<file path="src/rtl/cache_lock_pkg.sv">
package cache_lock_pkg;
  localparam int WORD_W   = 8;
  localparam int CFG_W    = 5;
  localparam int UTL_BIT  = 5;
  localparam int OVF_BIT  = 6;
  localparam int FCLR_BIT = 7;

  typedef struct packed {
    logic cfgWr;
    logic utlClr;
    logic ovfClr;
    logic sweepBusy;
  } ctrlStrobe_t;
endpackage

</file>
<file path="src/rtl/lock_sweep_ctrl.sv">
module lock_sweep_ctrl
  import cache_lock_pkg::*;
#(
  parameter int NUM_SETS = 64,
  localparam int SET_W = (NUM_SETS > 1) ? $clog2(NUM_SETS) : 1
) (
  input  logic              clk,
  input  logic              rstN,
  input  logic              regWrEn,
  input  logic [WORD_W-1:0] regWrData,
  output ctrlStrobe_t       strobe,
  output logic              clrEn,
  output logic [SET_W-1:0]  clrSet
);
  localparam logic [SET_W-1:0] LAST_SET = SET_W'(NUM_SETS - 1);

  logic             busy;
  logic [SET_W-1:0] setIdx;
  logic             startReq;

  assign startReq = regWrEn && regWrData[FCLR_BIT] && !busy;

  always_ff @(posedge clk) begin
    if (!rstN) begin
      busy   <= 1'b0;
      setIdx <= '0;
    end else if (busy) begin
      if (setIdx == LAST_SET) begin
        busy   <= 1'b0;
        setIdx <= '0;
      end else begin
        setIdx <= setIdx + 1'b1;
      end
    end else if (startReq) begin
      busy   <= 1'b1;
      setIdx <= '0;
    end
  end

  always_comb begin
    strobe.cfgWr     = regWrEn;
    strobe.utlClr    = regWrEn && !regWrData[UTL_BIT];
    strobe.ovfClr    = regWrEn && !regWrData[OVF_BIT];
    strobe.sweepBusy = busy;
  end

  assign clrEn  = busy;
  assign clrSet = setIdx;
endmodule

</file>
<file path="src/rtl/lock_reg_dp.sv">
module lock_reg_dp
  import cache_lock_pkg::*;
(
  input  logic              clk,
  input  logic              rstN,
  input  ctrlStrobe_t       strobe,
  input  logic [WORD_W-1:0] regWrData,
  input  logic              unableToLockEvt,
  input  logic              lockOverflowEvt,
  output logic [WORD_W-1:0] regRdData
);
  logic [CFG_W-1:0] cfgBits;
  logic             utlFlag;
  logic             ovfFlag;

  always_ff @(posedge clk) begin
    if (!rstN) begin
      cfgBits <= '0;
      utlFlag <= 1'b0;
      ovfFlag <= 1'b0;
    end else begin
      if (strobe.cfgWr) cfgBits <= regWrData[CFG_W-1:0];
      utlFlag <= unableToLockEvt || (utlFlag && !strobe.utlClr);
      ovfFlag <= lockOverflowEvt || (ovfFlag && !strobe.ovfClr);
    end
  end

  always_comb begin
    regRdData                = '0;
    regRdData[CFG_W-1:0]     = cfgBits;
    regRdData[UTL_BIT]       = utlFlag;
    regRdData[OVF_BIT]       = ovfFlag;
    regRdData[FCLR_BIT]      = strobe.sweepBusy;
  end
endmodule

</file>
<file path="src/rtl/cache_lock_ctrl.sv">
module cache_lock_ctrl
  import cache_lock_pkg::*;
#(
  parameter int NUM_SETS = 64,
  localparam int SET_W = (NUM_SETS > 1) ? $clog2(NUM_SETS) : 1
) (
  input  logic              clk,
  input  logic              rstN,
  input  logic              regWrEn,
  input  logic [WORD_W-1:0] regWrData,
  output logic [WORD_W-1:0] regRdData,
  input  logic              unableToLockEvt,
  input  logic              lockOverflowEvt,
  output logic              clrEn,
  output logic [SET_W-1:0]  clrSet
);
  ctrlStrobe_t strobe;

  lock_sweep_ctrl #(.NUM_SETS(NUM_SETS)) ctrl (
    .clk       (clk),
    .rstN      (rstN),
    .regWrEn   (regWrEn),
    .regWrData (regWrData),
    .strobe    (strobe),
    .clrEn     (clrEn),
    .clrSet    (clrSet)
  );

  lock_reg_dp dp (
    .clk             (clk),
    .rstN            (rstN),
    .strobe          (strobe),
    .regWrData       (regWrData),
    .unableToLockEvt (unableToLockEvt),
    .lockOverflowEvt (lockOverflowEvt),
    .regRdData       (regRdData)
  );
endmodule

</file>
<file path="config.mk">
export PLATFORM = sky130hd
export DESIGN_NAME = cache_lock_ctrl
export DESIGN_NICKNAME = d
export VERILOG_FILES = /design/src/rtl/cache_lock_pkg.sv /design/src/rtl/lock_sweep_ctrl.sv /design/src/rtl/lock_reg_dp.sv /design/src/rtl/cache_lock_ctrl.sv
export SDC_FILE = /design/constraint.sdc
export NUM_CORES = 1
export LEC_CHECK = 0
export ABC_AREA = 1
export BUFFER_PORTS_ARGS = -buffer_cell sky130_fd_sc_hd__buf_2
export CORE_MARGIN = 1.5
export CORE_UTILIZATION = 48
export DETAILED_ROUTE_END_ITERATION = 10
export PLACE_DENSITY_LB_ADDON = 0.05
export RECOVER_POWER = 50
export SYNTH_ARGS = -nofsm -noshare
export SYNTH_HDL_FRONTEND = slang
export SYNTH_HIERARCHICAL = 1
export SYNTH_SLANG_ARGS = --single-unit
</file>
<file path="constraint.sdc">
create_clock -name clk -period 3.4 [get_ports clk]
set_clock_uncertainty 0.2 [all_clocks]
set_input_delay 0.17 -clock clk [delete_from_list [all_inputs] [get_ports clk]]
set_output_delay 0.17 -clock clk [all_outputs]
set_load 0.05 [all_outputs]
</file>
==> key figures, run 1 <==
CTS
  • CTS tree: built
  • Post-CTS sizing: 0
  • Num CTS Buffers: 3
  • Clock buffer depth: 2
  • Skew-Pair Late Insertion Delay: 0.27 ns
  • H-tree depth: 1
  • Hold Buf Count CTS: 7
  • CTS sink cnt: 14
  • Postcts setup bufs: 0
  • Reg clk slew, reported paths: ~0.080 ns
  • CTS root buf: clkbuf_4

Cells and area
  • Total Nets Final: roughly 140
  • Area growth syn-to-layout: 29.21%
  • Final core utilization: 66.35%
  • Layout cells sized above 1: 26.77%
  • Area of the multi-input gates: between 200 and 300 um2
  • Reg area: around 280 um2
  • Layout fillers: 127
  • ANT cells: 0
  • Final Non-Filler Cells: between 100 and 150
  • Finished layout cell area: 863.3 um2

Global routing
  • Total gr overflow: 0
  • First-pass GRT wire length: 2.097 mm
  • Pin count of the biggest net entering global routing: 13
  • GRT Util Overall: 20.34%
  • Initial antenna violation count: 0
  • Vias in the first global route: 523

Setup path
  • Worst path max stage delay: 0.47 ns
  • Setup slack, reg-to-reg: 2.07 ns
  • Crit path launch type: register
  • Reg-to-Reg End: ctrl/clrSet[5]
  • CP required: between 3 and 4 ns
  • Worst Path Class, Setup: register to primary output
  • CP delay by family, top: buffers and inverters
  • Worst Setup End Kind: primary output
  • Critical-path cell list: clkbuf_1
  • R2R depth: 8
  • Critical path arrival: 1.07 ns
  • Critical path peak fanout: 2
  • CP max stage cell: clkbuf_1
  • Worst path bufs/invs: 1
  • R2R Path Start: ctrl/clrSet[1]

Yosys
  • Post-Syn Area: about 670 um2
  • Syn_area_per_cell: 7.033 um2
  • Synth Warn #: 6
  • Most used DFF post-synth: dfxtp_1
  • Post-synth EDFFs: 0
  • Synth top cells by count: nand2_1 (19), dfxtp_1 (14), inv_1 (13), nor2_1 (12)
  • Largest area contributor in the netlist: dfxtp_1
  • Syn_nets: 109
  • Yosys cell types: 18
  • Fraction of registers with async set/reset: 0%
  • Cell count after synthesis: 95
  • Post-synth top area share: 41.95%
  • Synth area leaders: dfxtp_1 (42%), nand2_1 (11%), inv_1 (7.3%), nor2_1 (6.7%), buf_4 (5.6%)
  • Top-count cell post-synth: nand2_1
  • FF+latch count, synth: 14
  • Share of the yosys chip area belonging to registers: 41.95%

Routing
  • WL/cell: 9.549 um
  • DR pass1 iterations: 4
  • Via count: 653
  • Routed vias/inst: 4.599
  • DRC viols: 0
  • DR iter-0 viols: 16
  • Final wirelength: ~1.4 mm
  • Antenna-violating nets left: 0

Hold path
  • Hold EP: dp/utlFlag
  • Hold Crit Class: input pin to register
  • Worst hold stages: 5
  • Hold Crit Start: regWrData[5]

Timing
  • Setup TNS: 0 ns
  • Unrepaired setup endpoints after global routing: no
  • Slew @ Worst Pin: between 0.5 and 0.6 ns
  • Fin. Hold Viols: 0
  • Slew Limit Headroom: 60.42%
  • Slew Viols, Final: 0
  • Tmin final: ~1.4 ns
  • Period utilisation layout: 42.47%
  • FMAX: 0.6925 GHz
  • Setup Viol. Count Final: 0

Floorplanning
  • Die height: 40.31 um
  • Core Region: 1301 um2
  • Row cnt: 13
  • DIE AREA: 1625 um2
  • I/O pin total: 28
  • Initial Util: 51.35%
  • Die X: a little over 40 um

Power and ir drop
  • PD cells: ~400 nW/um2
  • Worst vdd ir: 0.0002479 V
  • Total power draw: 341.8 uW
  • Static Leak: 0.4340 nW

Placement
  • Dpl cells: between 100 and 150
  • Post-DP Area: between 700 and 800 um2
  • I/O Buffers: 27
  • Gp weighted congestion: 0.7959
  • HPWL Detailed: 937.1 um

Outcome
  • Outcome: finished clean

Flow run
  • Max Cap Violations: 0
[sequential cells by signal, summed over array words and instances (netlist names)]
signal       flops
ctrl/clrEn       1
ctrl/clrSet      6
dp/cfgBits       5
dp/ovfFlag       1
dp/utlFlag       1
[cell usage in the layout, fill, tap and decap left out]
master,instances
a21oi_1,7
buf_2,22
clkbuf_1,5
clkbuf_4,3
dfxtp_1,14
dlygate4sd3_1,7
ha_1,1
inv_1,14
inv_2,3
nand2_1,20
nand2_2,2
nand3_1,3
nand4_1,1
nor2_1,12
nor2_2,2
nor2_4,1
o211ai_1,1
o21ai_0,7
o21ai_1,1
or2_2,1
[stage by stage]
stage / setup WS (ns) / hold WS [ns]
5_1_grt: 1.872 / 0.01891
3_3_place_gp: 2.093 / 0.1924
4_1_cts: 1.940 / 0.01322
2_1_floorplan: 1.698 / 0.1005
3_5_place_dp: 2.075 / 0.1990
6_report: 1.956 / 0.01765
[cell type report]
class	count	area share, %
multi-input combinational	59	32.32
inverter	17	7.391
sequential	14	32.46
timing repair buffer	34	23.04
clock buffer	3	2.609
tap	15	2.174
[kinds of logic (layout without fill, tap and decap cells)]
group | after synthesis | after routing | synth area share, %
and+or+nand+nor | 42 | 42 | 28.65
buffers and inverters | 22 | 54 | 15.17
AOI/OAI and AO/OA | 16 | 16 | 12.36
DFF | 14 | 14 | 41.95
adders and majority gates | 1 | 1 | 1.872
[layer usage]
metal / vias to the layer above / global-route usage [%] / wire length [um]
li1: 353 / - / -
met1: 278 / 25.50 / 626
met2: 20 / 31.05 / 638
met3: 2 / 5.000 / 74
met4: 0 / 12.50 / 15
met5: - / 0 / 0
[power breakdown]
part	switching, mW	internal, mW
Clock	0.0506	0.0410
Sequential	0.00515	0.172
Combinational	0.0514	0.0220
[worst max path at each step]
stage | startpoint | to | cells after the start
global placement | ctrl/clrSet[1] | ctrl/clrSet[5] | 8
detailed placement | ctrl/clrSet[1] | ctrl/clrSet[5] | 8
CTS | ctrl/clrEn | regRdData[7] | 1
global route | ctrl/clrEn | clrEn | 1
finish | dp/cfgBits[1] | regRdData[1] | 1
floorplan | ctrl/clrSet[1] | ctrl/clrSet[5] | 8
(Power assumes the default switching activity.)
==> run 2, diff against run 1 <==
--- a/config.mk
+++ b/config.mk
@@ -8,7 +8,7 @@
 export ABC_AREA = 1
 export BUFFER_PORTS_ARGS = -buffer_cell sky130_fd_sc_hd__buf_2
 export CORE_MARGIN = 1.5
-export CORE_UTILIZATION = 48
+export CORE_UTILIZATION = 45
 export DETAILED_ROUTE_END_ITERATION = 10
 export PLACE_DENSITY_LB_ADDON = 0.05
 export RECOVER_POWER = 50
==> constraint.sdc (replaced) <==
create_clock -name clk -period 1.5 [get_ports clk]
set_clock_uncertainty 0.2 [all_clocks]
set_input_delay 0.075 -clock clk [delete_from_list [all_inputs] [get_ports clk]]
set_output_delay 0.075 -clock clk [all_outputs]
set_load 0.05 [all_outputs]
==> key figures, run 2 (synthesized netlist as in run 1, its figures left out) <==
Outcome
  • Outcome: finished, violations left
  • Failing checks: negative hold slack

Setup path
  • Critical-path cell list: dlygate4sd3_1 > buf_2 > nor2_1 > dlygate4sd3_1 > nor2_1
  • Critical path arrival: 1.44 ns (+0.37 ns)
  • CP max stage cell: dlygate4sd3_1
  • CP required: 1.48 ns (-1.55 ns)
  • Worst Path Class, Setup: input pin to register
  • Critical path peak fanout: 1 (-1)
  • Worst Setup End Kind: register
  • Crit path launch type: input pin
  • Worst path max stage delay: 0.57 ns (+0.10 ns)

Power and ir drop
  • Switching power total: 257.2 uW (+140%)
  • Share of power burned in combinational logic: 23.3% (+1.8 points)
  • Static Leak: 0.4670 nW (+7.6%)
  • PD cells: 844.9 nW/um2 (+110%)
  • Clock share of power: 26.7% (about the same)
  • Pint: 548.4 uW (+130%)
  • Total power draw: 805.6 uW (+140%)
  • Flop pwr share: 50.0% (-1.8 points)
  • Worst vdd ir: 0.0005188 V (+110%)
  • Switching share of power: 31.93% (+0.60 points)

Timing
  • Slew @ Worst Pin: 0.5973 ns (+0.001004 ns)
  • Slew Limit Headroom: 60.35% (-0.067 points)
  • Setup Viol. Count Final: 0 (unchanged)
  • Period utilisation layout: 97.53%
  • Setup TNS: 0 ns (unchanged)
  • Fin. Hold Viols: 2 (+2)
  • Slew Viols, Final: 0 (unchanged)
  • Tmin final: 1.463 ns
  • Unrepaired setup endpoints after global routing: no
  • FMAX: 0.6835 GHz
  • Hold_ws: -0.06722 ns (-0.08487 ns)

Cells and area
  • Layout cells sized above 1: 27.41% (+0.64 points)
  • Commonest non-fill, non-tap cell in the layout: nand2_1
  • Layout fillers: 120 (-5.5%)
  • Largest register FFs: 6 (unchanged)
  • Most frequent cells in the layout: nand2_1 (19), dlygate4sd3_1 (15), inv_1 (14), buf_2 (14), nor2_1 (12)
  • Total Nets Final: 151 (+5.6%)
  • Area growth syn-to-layout: 42.70%
  • ANT cells: 0 (unchanged)

Global routing
  • Pin count of the biggest net entering global routing: 12 (-1)
  • Grt met2 use: 36.25% (+5.2 points)
  • Met1 Usage GRT: 23.12% (-2.4 points)
  • First-pass GRT wire length: 2.711 mm (+29%)
  • GRT met3 Usage: 2.609% (-2.4 points)
  • Busiest grt layer: met2
  • Initial antenna violation count: 0 (unchanged)
  • Vias in the first global route: 669 (+28%)
  • GRT Util Overall: 20.42% (+0.071 points)
  • Total gr overflow: 0 (unchanged)

CTS
  • CTS root buf: clkbuf_4
  • Clock buffer depth: 2 (unchanged)
  • Postcts setup bufs: 0 (unchanged)
  • Post-CTS sizing: 0 (unchanged)
  • Reg clk slew, reported paths: 0.08 ns (about the same)
  • CTS sink cnt: 14 (unchanged)
  • Num CTS Buffers: 3 (unchanged)
  • Skew-Pair Late Insertion Delay: 0.28 ns (about the same)
  • H-tree depth: 1 (unchanged)
  • CTS tree: built

Floorplanning
  • Die X: 41.53 um (+3.0%)
  • Die height: 41.53 um (+3.0%)
  • DIE AREA: 1725 um2 (+6.1%)
  • Row cnt: 13 (unchanged)
  • Core Region: 1350 um2 (+3.7%)
  • I/O pin total: 28 (unchanged)
  • Initial Util: 49.49% (-1.9 points)

Routing
  • DR iter-0 viols: 13 (-3)
  • Antenna-violating nets left: 0 (unchanged)
  • WL/cell: 10.34 um (+8.3%)
  • Final wirelength: 1.551 mm (+14%)
  • Routed vias/inst: 4.640 (+0.90%)
  • DRC viols: 0 (unchanged)
  • Via count: 696 (+6.6%)
  • DR pass1 iterations: 3 (-1)

Flow run
  • Max Cap Violations: 0 (unchanged)

Placement
  • I/O Buffers: 27 (unchanged)
  • HPWL Detailed: 951.2 um (+1.5%)
  • Gp weighted congestion: 0.7402 (-7.0%)

Hold path
  • Hold Crit Class: input pin to register
run 2: metal layers:
metal,vias to the layer above,wire length (um)
li1,369,-
met1,307,693
met2,16,777
met3,4,47
met4,0,34
met5,-,0
run 2: final cells by class:
type / instances / area (um2) / share of cell area, %
Inverter: 17 / 63.81 / 6.693
Clock buffer: 3 / 22.52 / 2.362
Multi-Input combinational cell: 59 / 286.5 / 30.05
Tap cell: 15 / 18.77 / 1.969
Sequential cell: 14 / 285.3 / 29.92
Timing Repair Buffer: 42 / 276.5 / 29.00
run 2: stage by stage:
stage	cells	setup WS (ns)	hold WS [ns]	utilization (%)	instance area, um2
6_report	150	0.03703	-0.06722	70.62	953.4
3_3_place_gp	132	0.2332	0.09899	58.48	789.5
4_1_cts	152	0.08793	0.02380	72.75	982.2
5_1_grt	150	0.004209	0.01683	70.62	953.4
3_5_place_dp	132	0.2064	0.1066	58.48	789.5
2_1_floorplan	95	0.01771	-0.0008430	-	673.1
run 2: critical path, delay by kind of cell:
| kind | cells | cell delay [ns] |
|---|---|---|
| buffers and inverters | 3 | 1.22 |
| AND/OR/NAND/NOR | 2 | 0.16 |
run 2: path summary, 6_finish.rpt:
path,start,to,slack [ns],depth (start not counted)
worst max register to register,ctrl/clrSet[1],ctrl/clrSet[5],0.18,8
worst min register to register,ctrl/clrSet[1],ctrl/clrSet[1],0.28,2
worst min-delay path,regWrEn,dp/cfgBits[3],-0.07,4
worst max-delay path,regWrData[0],dp/cfgBits[0],0.04,5
run 2: what timing repair did:
action                                 4_1_cts  5_1_grt
endpoints found under the hold margin       14        0
setup endpoints to repair                    0        2
hold buffers                                17        0
run 2: power groups by stage:
stage / logic (mW) / registers, mW / clock network (mW)
floorplan: 0.0763 / 0.458 / 0
global placement: 0.157 / 0.410 / 0
detailed placement: 0.158 / 0.411 / 0
CTS: 0.194 / 0.402 / 0.224
global route: 0.204 / 0.405 / 0.237
finish: 0.188 / 0.403 / 0.215
